$ cat src/rtl/spi_pgm_pkg.sv
package spi_pgm_pkg;

  localparam logic [7:0] OPC_WREN = 8'h06;
  localparam logic [7:0] OPC_RDSR = 8'h05;
  localparam logic [7:0] OPC_PROG = 8'h02;

  localparam int unsigned PS_MIN = 16;
  localparam int unsigned PS_MAX = 4096;
  localparam int unsigned PS_DEF = 256;

  typedef enum logic [3:0] {
    S_IDLE,
    S_WREN,
    S_WREN_END,
    S_PP_CMD,
    S_PP_ADDR,
    S_PP_DATA,
    S_PP_END,
    S_RS_CMD,
    S_RS_RD,
    S_RS_WAIT,
    S_RS_END,
    S_DONE
  } seq_state_t;

  // Legal page sizes are single-bit values inside [PS_MIN, PS_MAX].
  function automatic logic [31:0] page_size_sane(input logic [31:0] req);
    logic legal;
    legal = (req >= PS_MIN) && (req <= PS_MAX) && ((req & (req - 32'd1)) == 32'd0);
    return legal ? req : 32'(PS_DEF);
  endfunction

  // Boundary strictly above addr: round down to the page base, add one page.
  function automatic logic [31:0] first_page_end(input logic [31:0] addr,
                                                 input logic [31:0] ps);
    return (addr & ~(ps - 32'd1)) + ps;
  endfunction

endpackage

$ cat src/rtl/pgm_addr_unit.sv
module pgm_addr_unit
  import spi_pgm_pkg::*;
#(
  parameter int AW  = 24,
  parameter int CW  = 16,
  parameter int PSW = 13
) (
  input  logic           clk,
  input  logic           rst_n,
  input  logic           load,
  input  logic [AW-1:0]  ld_addr,
  input  logic [CW-1:0]  ld_cnt,
  input  logic [PSW-1:0] ld_ps,
  input  logic           byte_adv,
  input  logic           page_adv,
  output logic [AW-1:0]  cur_addr,
  output logic [AW:0]    page_end,
  output logic [CW-1:0]  remaining,
  output logic [PSW-1:0] ps_eff,
  output logic           page_last,
  output logic           cnt_last,
  output logic           cnt_zero
);

  logic [PSW-1:0] ps_new;
  logic [AW:0]    pe_new;

  always_comb begin
    ps_new = PSW'(page_size_sane(32'(ld_ps)));
    pe_new = (AW+1)'(first_page_end(32'(ld_addr), 32'(ps_new)));
  end

  always_ff @(posedge clk or negedge rst_n) begin
    if (!rst_n) begin
      cur_addr  <= '0;
      page_end  <= '0;
      remaining <= '0;
      ps_eff    <= PSW'(PS_DEF);
    end else if (load) begin
      cur_addr  <= ld_addr;
      page_end  <= pe_new;
      remaining <= ld_cnt;
      ps_eff    <= ps_new;
    end else begin
      if (byte_adv) begin
        cur_addr  <= cur_addr + 1'b1;
        remaining <= remaining - 1'b1;
      end
      if (page_adv) begin
        page_end <= page_end + (AW+1)'(ps_eff);
      end
    end
  end

  assign page_last = (({1'b0, cur_addr}) + 1'b1) == page_end;
  assign cnt_last  = remaining == CW'(1);
  assign cnt_zero  = remaining == '0;

endmodule

$ cat src/rtl/pgm_seq_fsm.sv
module pgm_seq_fsm
  import spi_pgm_pkg::*;
#(
  parameter int ABYTES = 3,
  localparam int AIW   = (ABYTES > 1) ? $clog2(ABYTES) : 1
) (
  input  logic           clk,
  input  logic           rst_n,
  input  logic           start,
  input  logic           cnt_in_zero,
  input  logic           op_fire,
  input  logic           rd_valid,
  input  logic           rd_busy,
  input  logic           page_last,
  input  logic           cnt_last,
  input  logic           cnt_zero,
  output seq_state_t     state,
  output logic [AIW-1:0] aidx,
  output logic           load,
  output logic           byte_adv,
  output logic           page_adv
);

  seq_state_t nxt;

  always_comb begin
    nxt = state;
    unique case (state)
      S_IDLE:     if (start) nxt = cnt_in_zero ? S_DONE : S_WREN;
      S_WREN:     if (op_fire) nxt = S_WREN_END;
      S_WREN_END: nxt = S_PP_CMD;
      S_PP_CMD:   if (op_fire) nxt = S_PP_ADDR;
      S_PP_ADDR:  if (op_fire && aidx == AIW'(ABYTES - 1)) nxt = S_PP_DATA;
      S_PP_DATA:  if (op_fire && (page_last || cnt_last)) nxt = S_PP_END;
      S_PP_END:   nxt = S_RS_CMD;
      S_RS_CMD:   if (op_fire) nxt = S_RS_RD;
      S_RS_RD:    if (op_fire) nxt = S_RS_WAIT;
      S_RS_WAIT:  if (rd_valid) nxt = rd_busy ? S_RS_RD : S_RS_END;
      S_RS_END:   nxt = cnt_zero ? S_DONE : S_WREN;
      S_DONE:     nxt = S_IDLE;
      default:    nxt = S_IDLE;
    endcase
  end

  always_ff @(posedge clk or negedge rst_n) begin
    if (!rst_n) begin
      state <= S_IDLE;
      aidx  <= '0;
    end else begin
      state <= nxt;
      if (state == S_PP_CMD) aidx <= '0;
      else if (state == S_PP_ADDR && op_fire) aidx <= aidx + 1'b1;
    end
  end

  assign load     = (state == S_IDLE) && start;
  assign byte_adv = (state == S_PP_DATA) && op_fire;
  assign page_adv = (state == S_PP_END);

endmodule

$ cat src/rtl/spi_pgm_seq.sv
module spi_pgm_seq
  import spi_pgm_pkg::*;
#(
  parameter int AW  = 24,
  parameter int CW  = 16,
  parameter int PSW = 13
) (
  input  logic           clk,
  input  logic           rst_n,
  input  logic           start,
  input  logic [AW-1:0]  start_addr,
  input  logic [CW-1:0]  byte_cnt,
  input  logic [PSW-1:0] page_size,
  input  logic           in_valid,
  input  logic [7:0]     in_data,
  output logic           in_ready,
  output logic           cs_active,
  output logic           op_valid,
  output logic           op_read,
  output logic [7:0]     op_data,
  input  logic           op_ready,
  input  logic           rd_valid,
  input  logic [7:0]     rd_data,
  output logic           busy,
  output logic           done
);

  localparam int ABYTES = (AW + 7) / 8;
  localparam int AIW    = (ABYTES > 1) ? $clog2(ABYTES) : 1;
  localparam int AXW    = 8 * ABYTES;

  seq_state_t     state;
  logic [AIW-1:0] aidx;
  logic           load, byte_adv, page_adv;
  logic [AW-1:0]  cur_addr;
  logic [AW:0]    page_end;
  logic [CW-1:0]  remaining;
  logic [PSW-1:0] ps_eff;
  logic           page_last, cnt_last, cnt_zero;

  // Named internal events for the checker.
  logic           op_fire, byte_fire, addr_phase, data_phase, status_busy;
  logic [AXW-1:0] addr_ext;
  logic [7:0]     addr_byte;

  assign status_busy = rd_data[0];
  assign addr_phase  = (state == S_PP_ADDR);
  assign data_phase  = (state == S_PP_DATA);
  assign op_fire     = op_valid && op_ready;
  assign byte_fire   = data_phase && op_fire;
  assign addr_ext    = AXW'(cur_addr);
  assign addr_byte   = addr_ext[8*(ABYTES-1-int'(aidx)) +: 8];

  pgm_addr_unit #(.AW(AW), .CW(CW), .PSW(PSW)) u_addr (
    .clk       (clk),
    .rst_n     (rst_n),
    .load      (load),
    .ld_addr   (start_addr),
    .ld_cnt    (byte_cnt),
    .ld_ps     (page_size),
    .byte_adv  (byte_adv),
    .page_adv  (page_adv),
    .cur_addr  (cur_addr),
    .page_end  (page_end),
    .remaining (remaining),
    .ps_eff    (ps_eff),
    .page_last (page_last),
    .cnt_last  (cnt_last),
    .cnt_zero  (cnt_zero)
  );

  pgm_seq_fsm #(.ABYTES(ABYTES)) u_fsm (
    .clk         (clk),
    .rst_n       (rst_n),
    .start       (start),
    .cnt_in_zero (byte_cnt == '0),
    .op_fire     (op_fire),
    .rd_valid    (rd_valid),
    .rd_busy     (status_busy),
    .page_last   (page_last),
    .cnt_last    (cnt_last),
    .cnt_zero    (cnt_zero),
    .state       (state),
    .aidx        (aidx),
    .load        (load),
    .byte_adv    (byte_adv),
    .page_adv    (page_adv)
  );

  always_comb begin
    cs_active = 1'b0;
    op_valid  = 1'b0;
    op_read   = 1'b0;
    op_data   = 8'h00;
    unique case (state)
      S_WREN:    begin cs_active = 1'b1; op_valid = 1'b1; op_data = OPC_WREN; end
      S_PP_CMD:  begin cs_active = 1'b1; op_valid = 1'b1; op_data = OPC_PROG; end
      S_PP_ADDR: begin cs_active = 1'b1; op_valid = 1'b1; op_data = addr_byte; end
      S_PP_DATA: begin cs_active = 1'b1; op_valid = in_valid; op_data = in_data; end
      S_RS_CMD:  begin cs_active = 1'b1; op_valid = 1'b1; op_data = OPC_RDSR; end
      S_RS_RD:   begin cs_active = 1'b1; op_valid = 1'b1; op_read = 1'b1; end
      S_RS_WAIT: begin cs_active = 1'b1; end
      default:   ;
    endcase
  end

  assign in_ready = data_phase && op_ready;
  assign busy     = (state != S_IDLE);
  assign done     = (state == S_DONE);

endmodule

$ cat config.mk
export PLATFORM = sky130hd
export DESIGN_NAME = spi_pgm_seq
export DESIGN_NICKNAME = d
export VERILOG_FILES = /design/src/rtl/spi_pgm_pkg.sv /design/src/rtl/pgm_addr_unit.sv /design/src/rtl/pgm_seq_fsm.sv /design/src/rtl/spi_pgm_seq.sv
export SDC_FILE = /design/constraint.sdc
export NUM_CORES = 1
export LEC_CHECK = 0
export BUFFER_PORTS_ARGS = -buffer_cell sky130_fd_sc_hd__buf_2
export CORE_ASPECT_RATIO = 0.9
export CORE_MARGIN = 2
export CORE_UTILIZATION = 64
export DETAILED_ROUTE_END_ITERATION = 10
export HOLD_SLACK_MARGIN = 0.06
export PLACE_DENSITY = 0.95
export REMOVE_ABC_BUFFERS = 1
export SYNTH_ARGS = -nofsm -noshare
export SYNTH_HDL_FRONTEND = slang
export SYNTH_SLANG_ARGS = --single-unit
$ cat constraint.sdc
create_clock -name clk -period 9.7 [get_ports clk]
set_input_delay 2.91 -clock clk [delete_from_list [all_inputs] [get_ports clk]]
set_output_delay 2.91 -clock clk [all_outputs]
set_load 0.01 [all_outputs]
==> impl_metrics.csv <==
group,metric,value,unit
power_and_ir_drop,powerDensity,271,nW/µm²
setup_path,rr_startpoint,"u_fsm.state[0]",
yosys,yosysSeqAreaShare,0.293,
yosys,synthTopCellsByArea,"dfrtp_1 29%, o21ai_0 4.7%, ha_1 4.5%",
setup_path,critPathArrivalTime,7400,ps
sta,worst_hold_slack,485,ps
detailed_routing,drc,0,
clock_tree,clk_pin_slew_worst_paths,60,ps
floorplanning,dieArea,12100,µm²
power_and_ir_drop,vdd_drop_max,144,µV
clock_tree,post_cts_resized,0,
setup_path,crit_start,"page_size[4]",
yosys,avgSynthCellArea,8.07,µm²
sta,fmax,0.140,GHz
setup_path,path_cells,"buf_2 -> or4_4 -> nor4b_2 -> nor3_1 -> nor3_2 -> nand2_1 -> nor2_1 -> inv_1 -> ha_1 -> or3_1 -> and2_1 -> o31a_1 -> a41o_1 -> o311a_4 -> a31oi_4 -> nor3_1 -> a41o_1",
yosys,synth_area_leader_cell,"dfrtp_1",
setup_path,cp_slowest_stage_delay,570,ps
yosys,ys.flop_type,"dfrtp_1",
final_layout,final_nets,1034,
sta,maxSlewViolCount,0,
detailed_routing,wl,20900,µm
detailed_routing,detail-route-antenna-nets,0,
setup_path,critPathRequiredTime,9940,ps
clock_tree,tritoncts,"done",
global_route,first_global_vias,6733,
global_route,grt.overflow.total,0,
final_layout,flow.area_growth_from_synthesis,9.60,%
yosys,ys_warn_count,0,
sta,fin_crit_sh,0.738,
sta,fin_crit,7160,ps
global_route,grt_max_degree,82,
detailed_routing,routed_via_density,6.90,
placement,io_buffers,81,
global_route,antenna_found_initial,0,
floorplanning,start_util,0.661,
final_layout,drive_above_1_share,0.144,
sta,tightest_slew,908,ps
clock_tree,numCtsBuffers,9,
yosys,synthArstFlopShare,1.00,
floorplanning,rows,36,
setup_path,reg2regPathDepth,8,
floorplanning,die_h,104,µm
flow_run,max_cap_viol_count,0,
detailed_routing,post_drt_wl_per_cell,19.2,µm
run_status,status,"complete, no violations",
yosys,synth.top_cell.area_share,0.290,
setup_path,crit_path_end,"u_addr.page_end[24]",
clock_tree,post-cts-setup-buffers,0,
yosys,netlist_instances,889,
yosys,syn_area,7170,µm²
yosys,synth_edf_count,0,
setup_path,endpoint_kind,"flop",
detailed_routing,drt_iter0_drc,1088,
final_layout,antennaDiodeCount,0,
setup_path,rr_endpoint,"u_addr.remaining[2]",
sta,rsz0062_at_grt,"no",
sta,finalHoldViolations,0,
placement,dp_hpwl,14800,µm
sta,maxSlewHeadroom,0.392,
placement,gp_congestion,0.941,
yosys,ys_seq_elements,84,
clock_tree,cts_root_buffer,"clkbuf_16",
floorplanning,die_x,116,µm
floorplanning,core,10900,µm²
clock_tree,clock_latency,350,ps
yosys,synth_cell_types,86,
floorplanning,ios,89,
setup_path,path_max_fanout,21,
detailed_routing,vias,7518,
detailed_routing,drtPass1Iterations,6,
setup_path,worstSetupPathType,"in -> reg",
clock_tree,h-tree-depth,3,
hold_path,min_path_type,"reg -> reg",
final_layout,fillCellCount,829,
sta,setup_viol,0,
power_and_ir_drop,leakagePower,3.20,nW
clock_tree,cts_hold_buffers,0,
sta,fin_worst_skew,5.64,ps
setup_path,reg2reg_setup_slack,5520,ps
clock_tree,cts_max_path_buffers,2,
global_route,track_usage,0.349,
setup_path,slowest_stage,"or4_4",
sta,final.setup.tns,0,ps
final_layout,multi_input_area,4750,µm²
setup_path,start_kind,"primary input",
final_layout,ff_latch_area,2100,µm²
clock_tree,cts_sinks,84,
global_route,grt_pass1_wl,34100,µm
power_and_ir_drop,power.total,0.00213,W
kinds of logic (layout without fill, tap and decap cells):
kind of cell	after synthesis	count (layout)	synth area share
adders and majority gates	29	29	0.0510
buffers and inverters	79	124	0.0454
muxes	13	13	0.0201
DFF	84	84	0.293
and+or+nand+nor	366	366	0.268
other	2	5	0.00105
xor gates and xnor gates	60	60	0.0733
AOI/OAI and AO/OA	256	256	0.248
synthesized netlist by cell type (7+ instances only):
cell type / instances
nand4_1: 17
o21a_1: 7
and2_1: 16
inv_1: 21
nor4_1: 20
nor2_1: 71
o31ai_1: 7
a211oi_1: 11
a21oi_1: 42
a221o_1: 23
dfrtp_1: 83
xnor2_1: 35
clkbuf_1: 46
nor3b_1: 9
o311ai_0: 10
and3_1: 23
or3_1: 9
a31oi_1: 11
nor2b_1: 8
mux2_2: 11
nand3_1: 33
or4_1: 9
xor2_1: 25
nor3_1: 37
o211ai_1: 15
o21ai_0: 67
ha_1: 26
nand2_1: 83
report_power, final:
| group | switching [W] | internal (W) | total [W] |
|---|---|---|---|
| Sequential | 0.000258 | 0.000495 | 0.000752 |
| Clock | 0.000140 | 0.000195 | 0.000335 |
| Combinational | 0.000593 | 0.000451 | 0.00104 |
cell type report:
| type | instances | area share |
|---|---|---|
| Multi-Input combinational cell | 729 | 0.605 |
| Inverter | 22 | 0.0105 |
| Clock buffer | 15 | 0.0353 |
| Clock inverter | 1 | 0.000637 |
| Tap cell | 152 | 0.0242 |
| Timing Repair Buffer | 86 | 0.0567 |
| Sequential cell | 84 | 0.268 |
placed cells by master, fill, tap and decap left out, types with 25 or more instances in the layout:
master   synthesis  final
o21ai_0         67     67
buf_2            5     80
nand3_1         33     33
xor2_1          25     25
nand2_1         83     83
dfrtp_1         83     83
a21oi_1         42     42
xnor2_1         35     35
ha_1            26     26
nor3_1          37     37
nor2_1          71     71
metal layers:
layer | vias to the layer above | track usage | wire length (µm) | share of wire
li1 | 3423 | - | - | -
met2 | 463 | 0.523 | 9490 | 0.45
met1 | 3554 | 0.503 | 8830 | 0.42
met5 | - | 0 | 0 | 0
met4 | 0 | 0.118 | 556 | 0.027
met3 | 78 | 0.0653 | 2000 | 0.096
through the flow:
step	worst slack [ps]	area, µm²	util	std cells
2_1_floorplan	2850	6940	-	835
3_3_place_gp	2310	7580	0.698	1073
3_5_place_dp	2240	7580	0.698	1073
4_1_cts	2590	7860	0.724	1089
5_1_grt	2210	7860	0.724	1089
6_report	2540	7860	0.724	1089
worst min-delay path by stage:
stage | cells past startpoint | startpoint | slack, ps | to
2_1_floorplan | 2 | u_addr.ps_eff[12] | 450 | u_addr.ps_eff[12]
3_3_place_gp | 2 | u_addr.ps_eff[12] | 470 | u_addr.ps_eff[12]
3_5_place_dp | 2 | u_addr.ps_eff[12] | 480 | u_addr.ps_eff[12]
4_1_cts | 2 | u_addr.ps_eff[12] | 490 | u_addr.ps_eff[12]
5_1_grt | 2 | u_addr.ps_eff[12] | 510 | u_addr.ps_eff[12]
6_report | 2 | u_addr.ps_eff[8] | 490 | u_addr.ps_eff[8]
sequential cells by signal, indices dropped and copies added (netlist names):
signal	count
u_addr.ps_eff	13
u_fsm.state	4
u_fsm.aidx	2
u_addr.cur_addr	24
u_addr.page_end	25
u_addr.remaining	16
worst max-delay path, delay by kind of cell:
family	cells	cell delay [ps]
buffers and inverters	2	230
adders and majority gates	1	200
AOI/OAI and AO/OA	5	1400
and+or+nand+nor	9	2640
(Power assumes the default switching activity.)
